$ cat config.mk
export PLATFORM = sky130hd
export DESIGN_NAME = bsu_unit
export DESIGN_NICKNAME = d
export VERILOG_FILES = /design/src/rtl/bsu_pkg.sv /design/src/rtl/bsu_locate.sv /design/src/rtl/bsu_ones.sv /design/src/rtl/bsu_unit.sv
export SDC_FILE = /design/constraint.sdc
export NUM_CORES = 1
export LEC_CHECK = 0
export ABC_AREA = 1
export BUFFER_PORTS_ARGS = -buffer_cell sky130_fd_sc_hd__buf_2
export CAP_MARGIN = 10
export CORE_AREA = 2 2 73 128
export DETAILED_ROUTE_END_ITERATION = 16
export DIE_AREA = 0 0 75 130
export GPL_TIMING_DRIVEN = 0
export HOLD_SLACK_MARGIN = 0.15
export PLACE_DENSITY = 0.76
export SYNTH_ARGS = -nofsm -noshare
export SYNTH_HDL_FRONTEND = slang
export SYNTH_SLANG_ARGS = --single-unit
$ cat constraint.sdc
create_clock -name clk -period 10.7 [get_ports clk]
set_input_delay 1.07 -clock clk [delete_from_list [all_inputs] [get_ports clk]]
set_output_delay 1.07 -clock clk [all_outputs]
set_load 0.005 [all_outputs]
$ cat src/rtl/bsu_pkg.sv
package bsu_pkg;

    typedef enum logic [1:0] {
        OP_FWD  = 2'b00,
        OP_REV  = 2'b01,
        OP_CNT  = 2'b10,
        OP_RSVD = 2'b11
    } bsu_op_e;

    typedef struct packed {
        logic of_f;
        logic sf_f;
        logic zf_f;
        logic af_f;
        logic pf_f;
        logic cf_f;
    } bsu_flags_t;

    // Parity flag convention: 1 when the byte holds an even number of ones
    function automatic logic even_ones(input logic [7:0] b);
        return ~(^b);
    endfunction

endpackage

$ cat src/rtl/bsu_locate.sv
module bsu_locate #(
    parameter int W        = 64,
    parameter bit FROM_TOP = 1'b0,
    localparam int IDXW    = $clog2(W)
) (
    input  logic [W-1:0]    src,
    output logic [IDXW-1:0] index
);
    generate
        if (FROM_TOP) begin : g_high
            // later (higher) hits overwrite earlier ones
            always_comb begin
                index = '0;
                for (int i = 0; i < W; i++) begin
                    if (src[i]) index = IDXW'(i);
                end
            end
        end else begin : g_low
            // walk downward so the lowest hit wins
            always_comb begin
                index = '0;
                for (int i = W - 1; i >= 0; i--) begin
                    if (src[i]) index = IDXW'(i);
                end
            end
        end
    endgenerate
endmodule

$ cat src/rtl/bsu_ones.sv
module bsu_ones #(
    parameter int W     = 64,
    localparam int CNTW = $clog2(W + 1)
) (
    input  logic [W-1:0]    src,
    output logic [CNTW-1:0] count
);
    always_comb begin
        count = '0;
        for (int i = 0; i < W; i++) begin
            count = count + CNTW'(src[i]);
        end
    end
endmodule

$ cat src/rtl/bsu_unit.sv
module bsu_unit #(
    parameter int W     = 64,
    localparam int IDXW = $clog2(W),
    localparam int CNTW = $clog2(W + 1)
) (
    input  logic         clk,
    input  logic         rst,
    input  logic         in_valid,
    input  logic [1:0]   in_op,
    input  logic [W-1:0] in_src,
    output logic         out_valid,
    output logic [W-1:0] out_result,
    output logic         out_wr_en,
    output logic         out_of,
    output logic         out_sf,
    output logic         out_zf,
    output logic         out_af,
    output logic         out_pf,
    output logic         out_cf
);
    import bsu_pkg::*;

    logic [IDXW-1:0] idx_lo, idx_hi;
    logic [CNTW-1:0] ones;
    bsu_op_e         op;
    logic            src_nz;

    logic [W-1:0]    nxt_res;
    logic            nxt_wr;
    bsu_flags_t      nxt_fl, flags_q;
    logic [W-1:0]    res_q;
    logic            wr_q, vld_q;

    bsu_locate #(.W(W), .FROM_TOP(1'b0)) u_lo (.src(in_src), .index(idx_lo));
    bsu_locate #(.W(W), .FROM_TOP(1'b1)) u_hi (.src(in_src), .index(idx_hi));
    bsu_ones   #(.W(W))                  u_cnt (.src(in_src), .count(ones));

    assign op     = bsu_op_e'(in_op);
    assign src_nz = |in_src;

    always_comb begin
        nxt_res = '0;
        nxt_wr  = 1'b0;
        nxt_fl  = flags_q;
        case (op)
            OP_FWD, OP_REV: begin
                if (!src_nz) begin
                    nxt_fl.zf_f = 1'b1;
                end else begin
                    nxt_res        = W'((op == OP_REV) ? idx_hi : idx_lo);
                    nxt_wr         = 1'b1;
                    nxt_fl         = '0;
                    nxt_fl.sf_f    = nxt_res[W-1];
                    nxt_fl.pf_f    = even_ones(nxt_res[7:0]);
                end
            end
            OP_CNT: begin
                nxt_res     = W'(ones);
                nxt_wr      = 1'b1;
                nxt_fl      = '0;
                nxt_fl.zf_f = !src_nz;
            end
            default: ;
        endcase
    end

    always_ff @(posedge clk) begin
        if (rst) begin
            vld_q   <= 1'b0;
            res_q   <= '0;
            wr_q    <= 1'b0;
            flags_q <= '0;
        end else begin
            vld_q <= in_valid;
            if (in_valid) begin
                res_q   <= nxt_res;
                wr_q    <= nxt_wr;
                flags_q <= nxt_fl;
            end
        end
    end

    assign out_valid  = vld_q;
    assign out_result = res_q;
    assign out_wr_en  = wr_q;
    assign out_of     = flags_q.of_f;
    assign out_sf     = flags_q.sf_f;
    assign out_zf     = flags_q.zf_f;
    assign out_af     = flags_q.af_f;
    assign out_pf     = flags_q.pf_f;
    assign out_cf     = flags_q.cf_f;

    AST_VALID_PULSE: assert property (@(posedge clk) disable iff (rst) in_valid |=> out_valid);
    AST_IDLE_QUIET: assert property (@(posedge clk) disable iff (rst) !in_valid |=> !out_valid && $stable(out_result) && $stable({out_of, out_sf, out_zf, out_af, out_pf, out_cf}));
    AST_SCAN_ZERO: assert property (@(posedge clk) disable iff (rst) in_valid && !in_op[1] && in_src == '0 |=> !out_wr_en && out_zf);
    AST_FWD_HIT: assert property (@(posedge clk) disable iff (rst) in_valid && in_op == 2'b00 && in_src != '0 |=> out_wr_en && ((($past(in_src) >> out_result[IDXW-1:0]) & W'(1)) != '0));
    AST_REV_HIT: assert property (@(posedge clk) disable iff (rst) in_valid && in_op == 2'b01 && in_src != '0 |=> out_wr_en && ((($past(in_src) >> out_result[IDXW-1:0]) & W'(1)) != '0));
    AST_CNT_WRITE: assert property (@(posedge clk) disable iff (rst) in_valid && in_op == 2'b10 |=> out_wr_en && out_result <= W'(W));
    AST_CNT_FLAGS: assert property (@(posedge clk) disable iff (rst) in_valid && in_op == 2'b10 |=> !out_of && !out_sf && !out_af && !out_pf && !out_cf);
    AST_RSVD_HOLD: assert property (@(posedge clk) disable iff (rst) in_valid && in_op == 2'b11 |=> !out_wr_en && $stable({out_of, out_sf, out_zf, out_af, out_pf, out_cf}));

endmodule

==> impl_metrics.yaml, run 1 <==
die:
  core_region_area_mm2: 0.00881
  initial_utilization_pct: 48.6
  rows: 46
  fp.dieH_um: 130
  die-area_mm2: 0.00975
  die_w_um: 75
  io_pins: 141
detailed_routing:
  wl_mm: 9.57
  vias_per_cell: 4.35
  drt-wirelength-per-cell_um: 10.7
  routed-via-count: 3909
  drt_iter0_drc: 95
  dr.pass1.iters: 4
  ant_nets: 0
  drc: 0
critical_path:
  critPathSlowestCell: "fa_1"
  cp-end-kind: "register"
  crit_type: "in -> reg"
  path_cells: "buf_2, inv_1, ha_1, inv_1, fa_1, fa_1, fa_1, fa_1, fa_1, fa_1, fa_1, fa_1, fa_1, fa_1, o31ai_1, nand2_1, nand2_1, a21oi_1, o31ai_1"
  cp-start-kind: "primary input"
  required_ns: 10.84
  cp_common_cell: "fa_1"
  crit_fanout: 5
  arrival_ns: 7.15
  max_stage_delay_ns: 0.55
synth:
  synth.distinct_cells: 28
  synth_area_mm2: 0.00428
  yosysSeqAreaShare_pct: 5.15
  synthAdderAreaFrac_pct: 30.3
  syn_area_per_cell_um2: 6.72
  muxShareOfSynthArea_pct: 0
  synthSimpleGateAreaFrac_pct: 26.0
  synth_compound_area_share_pct: 6.58
  synth-xor-area-share_pct: 1.23
  synth_seq_cells: 11
  yosys_warnings: 0
  synth_top_family_by_area: "buffers and inverters"
  syn_inst: 636
cts:
  cts.path.max_buffers: 2
  cts_root_buf: "clkbuf_16"
  cts_tree: "built"
  cts_sinks: 11
  postCtsResizedCells: 0
  insertion_delay_ns: 0.23
  cts_setup_buffers: 0
  cts_hold_buf: 0
  clkSlewWorstSetupHoldPaths_ns: 0.04
  htreeDepth: 1
  numCtsBuffers: 3
grt:
  grt_max_degree: 11
  grt_usage_pct: 20.5
  grt_pass1_vias: 3756
  grt_antenna_before_repair: 0
  grt_pass1_wl_mm: 15.6
  grt_remaining_overflow: 0
worst_hold_path:
  hp-class: "reg -> reg"
pwr:
  leakagePower_nw: 3.10
  powerDensity_mw_per_mm2: 337
  ir_worst_vdd_uv: 696
place:
  io_buffers: 78
  preCtsSetupSlack_ns: 3.46
  place_area_mm2: 0.00504
  gp_congestion: 0.924
  hpwl_mm: 9.02
cells_and_area:
  multi_input_area_mm2: 0.00297
  n_antenna_cell: 0
  layout_commonest_cell: "nand2_1"
  drive_gt1_share_pct: 23.7
  areaGrowthSynthToFinish_pct: 19.7
  mostFrequentLayoutCells: "nand2_1 (229), inv_1 (101), buf_2 (78)"
  num-fill-cells: 905
  layout.nets: 919
  design_area_mm2: 0.00512
  seqCellArea_um2: 220
timing:
  finalHoldViolations: 0
  slew_viol_final: 0
  finalCriticalPeriod_ns: 7.01
  setup_viol: 0
  fmax_mhz: 143
  setup_tns_ns: 0
  setup_slack_ns: 3.69
  fin_crit_sh_pct: 65.5
  grt_setup_unrepaired: "false"
  fin_worst_skew_ns: 0
status:
  outcome: "finished, final reports clean"
job:
  max_cap_violations: 0
==> report_power, final <==
part	switching, W	leakage, nW	internal (W)
registers	0.00000289	0.0901	0.0000486
logic	0.000894	2.97	0.000714
clock network	0.0000170	0.0382	0.0000499
==> cell usage after synthesis, drive strengths merged <==
cell type,n,share of area [%]
buf,61,11
nor3,1,0.12
o21bai,1,0.18
clkinv,3,0.26
nand3,2,0.23
clkbuf,1,0.088
dfxtp,11,5.1
or2,1,0.15
a21oi,26,3.1
nor4,2,0.29
conb,1,0.088
nor2,53,4.7
fa,54,25
o22ai,2,0.29
ha,17,5.0
bufinv,23,9.4
o21ai,18,2.1
nand4,2,0.29
nand2,230,20
o31ai,5,0.88
inv,116,10
xnor2,1,0.20
xor2,5,1.0
==> area by class of cell <==
type | count | area share [%]
Multi-Input combinational cell | 481 | 58.0
Inverter | 142 | 16.6
Buffer | 62 | 9.02
Timing Repair Buffer | 78 | 7.62
Sequential cell | 11 | 4.30
Tap cell | 120 | 2.93
Clock buffer | 4 | 1.54
==> critical path: cells and delay by family <==
family          cells  cell delay [ns]
compound gates      3             0.56
buf+inv             3             0.24
simple gates        2             0.19
fa+ha+maj          11             5.08
==> per-stage QoR <==
step | cells | power, W | util (%) | hold WS (ns)
4_1_cts | 898 | 0.00176 | 58.2 | 0.473
6_report | 898 | 0.00173 | 58.2 | 0.470
2_1_floorplan | 696 | 0.00131 | - | 0.462
3_5_place_dp | 894 | 0.00166 | 57.3 | 0.458
3_3_place_gp | 894 | 0.00164 | 57.3 | 0.453
5_1_grt | 898 | 0.00200 | 58.2 | 0.483
==> flip-flops by register name, summed over array words and instances (netlist names) <==
register and count:
out_pf 1, out_result 7, out_valid 1, out_wr_en 1, out_zf 1
==> worst paths after layout <==
path / start / endpoint / slack, ns / cells after the start
max reg2reg: out_zf / out_zf / 10.05 / 2
min reg2reg: out_result[2] / out_result[2] / 0.47 / 2
max: in_src[1] / out_result[6] / 3.69 / 19
min: out_result[2] / out_result[2] / 0.47 / 2
==> cell families (layout without fill, tap and decap cells) <==
| kind of cell | count (synthesis) | after routing |
|---|---|---|
| AND/OR/NAND/NOR | 291 | 291 |
| buffers and inverters | 204 | 286 |
| adder cells (fa/ha/maj) | 71 | 71 |
| AO/OA/AOI/OAI | 52 | 52 |
| flip-flops | 11 | 11 |
| XOR/XNOR | 6 | 6 |
| other | 1 | 61 |
==> layer usage <==
layer  vias to the layer above  global-route usage [%]  share of wire, %
met3                        24                    1.93               4.7
met1                      1750                    21.0                34
met2                       113                    40.2                57
met5                         -                       0                 0
met4                         0                    8.40               4.4
li1                       2022                       -                 -
Power figures use the tool's default switching activity.
==> inputs of run 2 (changes only) <==
--- a/config.mk
+++ b/config.mk
@@ -8,9 +8,9 @@
 export ABC_AREA = 1
 export BUFFER_PORTS_ARGS = -buffer_cell sky130_fd_sc_hd__buf_2
 export CAP_MARGIN = 10
-export CORE_AREA = 2 2 73 128
+export CORE_AREA = 2 2 75 130
 export DETAILED_ROUTE_END_ITERATION = 16
-export DIE_AREA = 0 0 75 130
+export DIE_AREA = 0 0 77 132
 export GPL_TIMING_DRIVEN = 0
 export HOLD_SLACK_MARGIN = 0.15
 export PLACE_DENSITY = 0.76
==> constraint.sdc (replaced) <==
create_clock -name clk -period 6.4 [get_ports clk]
set_input_delay 0.64 -clock clk [delete_from_list [all_inputs] [get_ports clk]]
set_output_delay 0.64 -clock clk [all_outputs]
set_load 0.005 [all_outputs]
==> impl_metrics.yaml, run 2 (synthesis gave the netlist of run 1 again) <==
status:
  outcome: "finished, final reports clean"
critical_path:
  ff2ff_path_depth: 2
  arrival_ns: 6.46
  cp-start-kind: "primary input"
  crit_fanout: 5
  required_ns: 6.55
  cp-end-kind: "register"
  timing.rr.start: "out_zf"
  worstReg2RegEnd: "out_zf"
  crit_type: "in -> reg"
  r2r_setup_slack_ns: 5.77
cells_and_area:
  multi_input_area_mm2: 0.00302
  layout.nets: 920
  num-fill-cells: 922
  n_antenna_cell: 0
  largest_reg_flops: 7
  top_register: "out_result"
  seqCellArea_um2: 220
  drive_gt1_share_pct: 25.4
  design_area_mm2: 0.00520
  utilization_pct: 57.2
  areaGrowthSynthToFinish_pct: 21.6
  mostFrequentLayoutCells: "nand2_1 (229), inv_1 (98), buf_2 (75)"
  layout_commonest_cell: "nand2_1"
worst_hold_path:
  min_to: "out_result[4]"
  holdPathStages: 2
  min-delay-start: "out_result[4]"
  hp-class: "reg -> reg"
place:
  gp_congestion: 0.926
  place_area_mm2: 0.00504
  io_buffers: 78
  hpwl_mm: 9.08
cts:
  cts.path.max_buffers: 2
  cts_tree: "built"
  cts_sinks: 11
  cts_root_buf: "clkbuf_16"
  insertion_delay_ns: 0.24
  numCtsBuffers: 3
  htreeDepth: 1
  clkSlewWorstSetupHoldPaths_ns: 0.04
job:
  max_cap_violations: 0
grt:
  grt_max_degree: 11
  grt_pass1_wl_mm: 16.6
  grt_pass1_vias: 3879
  grt_remaining_overflow: 0
  gr-usage-met3_pct: 1.37
  gr-usage-met2_pct: 40.7
  grt_usage_pct: 19.7
  gr-max-usage-layer: "met2"
  grt.met1_usage_pct: 20.6
  grt_antenna_before_repair: 0
timing:
  fmax_mhz: 159
  finalHoldViolations: 0
  finalCriticalPeriod_ns: 6.31
  setup_viol: 0
  fin_worst_skew_ns: 0
  slew_viol_final: 0
  setup_tns_ns: 0
  fin_crit_sh_pct: 98.6
  grt_setup_unrepaired: "true"
die:
  fp.dieH_um: 132
  io_pins: 141
  initial_utilization_pct: 47.0
  die-area_mm2: 0.0102
  core_region_area_mm2: 0.00909
  rows: 46
  die_w_um: 77
detailed_routing:
  vias_per_cell: 4.34
  drt_iter0_drc: 74
  routed-via-count: 3902
  drt-wirelength-per-cell_um: 10.9
  drc: 0
  dr.pass1.iters: 4
  wl_mm: 9.76
  ant_nets: 0
==> run 2: repair_timing <==
action                                  4_1_cts  5_1_grt
pin swaps                                     0        1
setup buffers                                 0        1
hold buffers                                  0        0
gates resized for setup                       4       17
endpoints found under the setup margin        2        3
==> run 2: how the worst max path moves through the flow <==
stage               slack [ns]  startpoint       endpoint
floorplan                 0.13  in_src[54]  out_result[6]
global placement         -0.39   in_src[1]  out_result[6]
detailed placement       -0.37   in_src[1]  out_result[6]
CTS                       0.01   in_src[1]  out_result[6]
global route             -0.16  in_src[54]  out_result[5]
finish                    0.09   in_src[0]  out_result[6]
==> run 2: metal layers <==
layer | wire length (um) | part of all wire [%]
met1 | 3410 | 35
met5 | 0 | 0
met2 | 5680 | 58
met4 | 263 | 2.7
met3 | 400 | 4.1
==> run 2: per-stage QoR <==
| stage | worst slack, ns | hold WS, ns | std cells |
|---|---|---|---|
| 6_report | 0.0923 | 0.463 | 899 |
| 5_1_grt | -0.158 | 0.489 | 899 |
| 4_1_cts | 0.0115 | 0.469 | 898 |
| 3_5_place_dp | -0.366 | 0.462 | 894 |
| 3_3_place_gp | -0.387 | 0.453 | 894 |
| 2_1_floorplan | 0.134 | 0.462 | 696 |
==> run 2: final cells by class <==
class	instances	share of cell area, %
Buffer	62	8.88
Clock buffer	3	1.44
Clock inverter	1	0.0963
Inverter	142	16.3
Multi-Input combinational cell	481	58.0
Sequential cell	11	4.24
Tap cell	120	2.89
Timing Repair Buffer	79	8.09
==> run 2: critical path: stages <==
cell and delay, ns:
buf_6 0.09, inv_1 0.06, ha_4 0.26, inv_2 0.03, fa_1 0.47, fa_1 0.55
fa_1 0.45, fa_2 0.54, fa_1 0.44, fa_1 0.52, fa_1 0.44, fa_1 0.47
fa_2 0.38, fa_2 0.43, o31ai_4 0.28, nand2_1 0.10, nand2_1 0.07, a21oi_1 0.05
o31ai_1 0.18
Power of run 2 is left out: the tool's default activity adds up to more than one toggle a clock period on the data nets, which glitch-free logic cannot reach.
==> inputs of run 3 (changes only) <==
--- a/config.mk
+++ b/config.mk
@@ -7,13 +7,13 @@
 export LEC_CHECK = 0
 export ABC_AREA = 1
 export BUFFER_PORTS_ARGS = -buffer_cell sky130_fd_sc_hd__buf_2
-export CAP_MARGIN = 10
-export CORE_AREA = 2 2 75 130
+export CAP_MARGIN = 20
+export CORE_AREA = 2 2 77 134
 export DETAILED_ROUTE_END_ITERATION = 16
-export DIE_AREA = 0 0 77 132
+export DIE_AREA = 0 0 79 136
 export GPL_TIMING_DRIVEN = 0
 export HOLD_SLACK_MARGIN = 0.15
-export PLACE_DENSITY = 0.76
+export PLACE_DENSITY = 0.72
 export SYNTH_ARGS = -nofsm -noshare
 export SYNTH_HDL_FRONTEND = slang
 export SYNTH_SLANG_ARGS = --single-unit
==> impl_metrics.yaml, run 3 (synthesis gave the netlist of run 1 again) <==
grt:
  grt_pass1_vias: 3924
  grt_max_degree: 11
  grt_remaining_overflow: 0
  grt_usage_pct: 19.1
  grt_antenna_before_repair: 0
  grt_pass1_wl_mm: 16.4
detailed_routing:
  drt-wirelength-per-cell_um: 10.9
  drt_iter0_drc: 82
  wl_met2_mm: 5.77
  top_layer: "met4"
  ant_nets: 0
  wl_mm: 9.88
  met3_length_um: 487
  dr.pass1.iters: 4
  met1Wirelength_mm: 3.34
  routed-via-count: 3901
  vias_per_cell: 4.32
  drc: 0
critical_path:
  cp-end-kind: "register"
  critPathSlowestCell: "fa_2"
  cp-start-kind: "primary input"
  crit_buf_inv: 3
  path_cells: "buf_4, inv_2, ha_4, inv_1, fa_1, fa_2, fa_1, fa_1, fa_1, fa_1, fa_1, fa_1, fa_2, fa_2, o31ai_4, nand2_1, nand2_1, a21oi_1, o31ai_1"
  crit_type: "in -> reg"
  crit_family: "adder cells"
  r2r_setup_slack_ns: 5.74
  arrival_ns: 6.49
  crit_fanout: 5
  cp_common_cell: "fa_1"
  max_stage_delay_ns: 0.58
  required_ns: 6.55
pwr:
  finalPower_w: 0.00337
  clkPwrFrac_pct: 3.4
  ir_worst_vdd_uv: 1430
  powerDensity_mw_per_mm2: 650
  seq_power_share_pct: 2.6
  internal_power_w: 0.00157
  swShare_pct: 53.5
  p_comb_share_pct: 94.0
  power_switching_w: 0.00180
  leakagePower_nw: 3.10
cells_and_area:
  multi_input_area_mm2: 0.00301
  fin_cells: 904
  layout.nets: 920
  mostFrequentLayoutCells: "nand2_1 (229), inv_1 (95), buf_2 (75)"
  seqCellArea_um2: 220
  top_register: "out_result"
  num-fill-cells: 1041
  layout_commonest_cell: "nand2_1"
  areaGrowthSynthToFinish_pct: 21.4
  drive_gt1_share_pct: 25.3
  n_antenna_cell: 0
  largest_reg_flops: 7
cts:
  cts_sinks: 11
  cts_tree: "built"
  htreeDepth: 1
  clkSlewWorstSetupHoldPaths_ns: 0.04
  cts.path.max_buffers: 2
  cts_root_buf: "clkbuf_16"
  numCtsBuffers: 3
  cts_hold_buf: 0
  insertion_delay_ns: 0.24
die:
  io_pins: 141
  initial_utilization_pct: 44.0
  die-area_mm2: 0.0107
  die_w_um: 79
  fp.dieH_um: 136
  rows: 48
  core_region_area_mm2: 0.00973
timing:
  setup_tns_ns: 0
  fin_worst_skew_ns: 0
  slew_headroom_pct: 67.2
  setup_slack_ns: 0.0661
  fin_crit_sh_pct: 99.0
  finalHoldViolations: 0
  grt_setup_unrepaired: "true"
  slew_viol_final: 0
  finalCriticalPeriod_ns: 6.33
  worstMarginPinSlew_ns: 0.487
  setup_viol: 0
  fmax_mhz: 158
place:
  io_buffers: 78
  gp_congestion: 0.920
  preCtsSetupSlack_ns: -0.485
  hpwl_mm: 9.28
  dp.cells: 899
worst_hold_path:
  hp-class: "reg -> reg"
job:
  max_cap_violations: 0
status:
  outcome: "finished, final reports clean"
## run 3: changes by cell type in the layout (fill, tap and decap cells not counted), moves of 2 or more
| cell | delta |
|---|---|
| inv_1 | -3 |
| fa_1 | +2 |
| fa_2 | -2 |
| o21ai_1 | +2 |
| inv_2 | +3 |
## run 3: final cells by class
class / count / area share [%]
multi-input cells: 481 / 57.9
repair buffers: 79 / 8.03
well taps: 125 / 3.01
clock buffers: 4 / 1.52
inverters: 142 / 16.4
plain buffers: 62 / 8.89
flip-flops and latches: 11 / 4.24
## run 3: layer usage
layer,global-route usage [%],vias up
li1,-,2020
met1,19.4,1757
met2,39.1,105
met3,1.59,19
met4,6.32,0
met5,0,-
## run 3: per-stage QoR
stage	hold slack (ns)	instance area (um2)	util [%]
4_1_cts	0.467	5150	52.9
2_1_floorplan	0.462	4500	-
6_report	0.469	5190	53.4
3_5_place_dp	0.458	5050	51.9
5_1_grt	0.503	5190	53.4
3_3_place_gp	0.455	5050	51.9
## run 3: power by group through the flow
stage	logic [W]	registers (W)	clock network, W
detailed placement	0.00275	0.0000867	0
finish	0.00317	0.0000860	0.000115
global placement	0.00267	0.0000865	0
CTS	0.00302	0.0000859	0.000117
global route	0.00365	0.0000871	0.000119
floorplan	0.00210	0.0000876	0
## run 3: timing repair
action	4_1_cts	5_1_grt
gates resized for setup	5	16
pin swaps	3	7
endpoints found under the setup margin	3	4
setup buffers	1	0
endpoints found under the hold margin	0	0
## run 3: tightest hold or removal path: stages, from the launching register on
cell	delay, ns
dfxtp_1	0.30
nand2_1	0.06
a21oi_1	0.06
## run 3: final timing paths
| check | from | to | cells past startpoint |
|---|---|---|---|
| max | in_src[0] | out_result[6] | 19 |
| min | out_wr_en | out_wr_en | 2 |
| max reg2reg | out_zf | out_zf | 2 |
| min reg2reg | out_wr_en | out_wr_en | 2 |
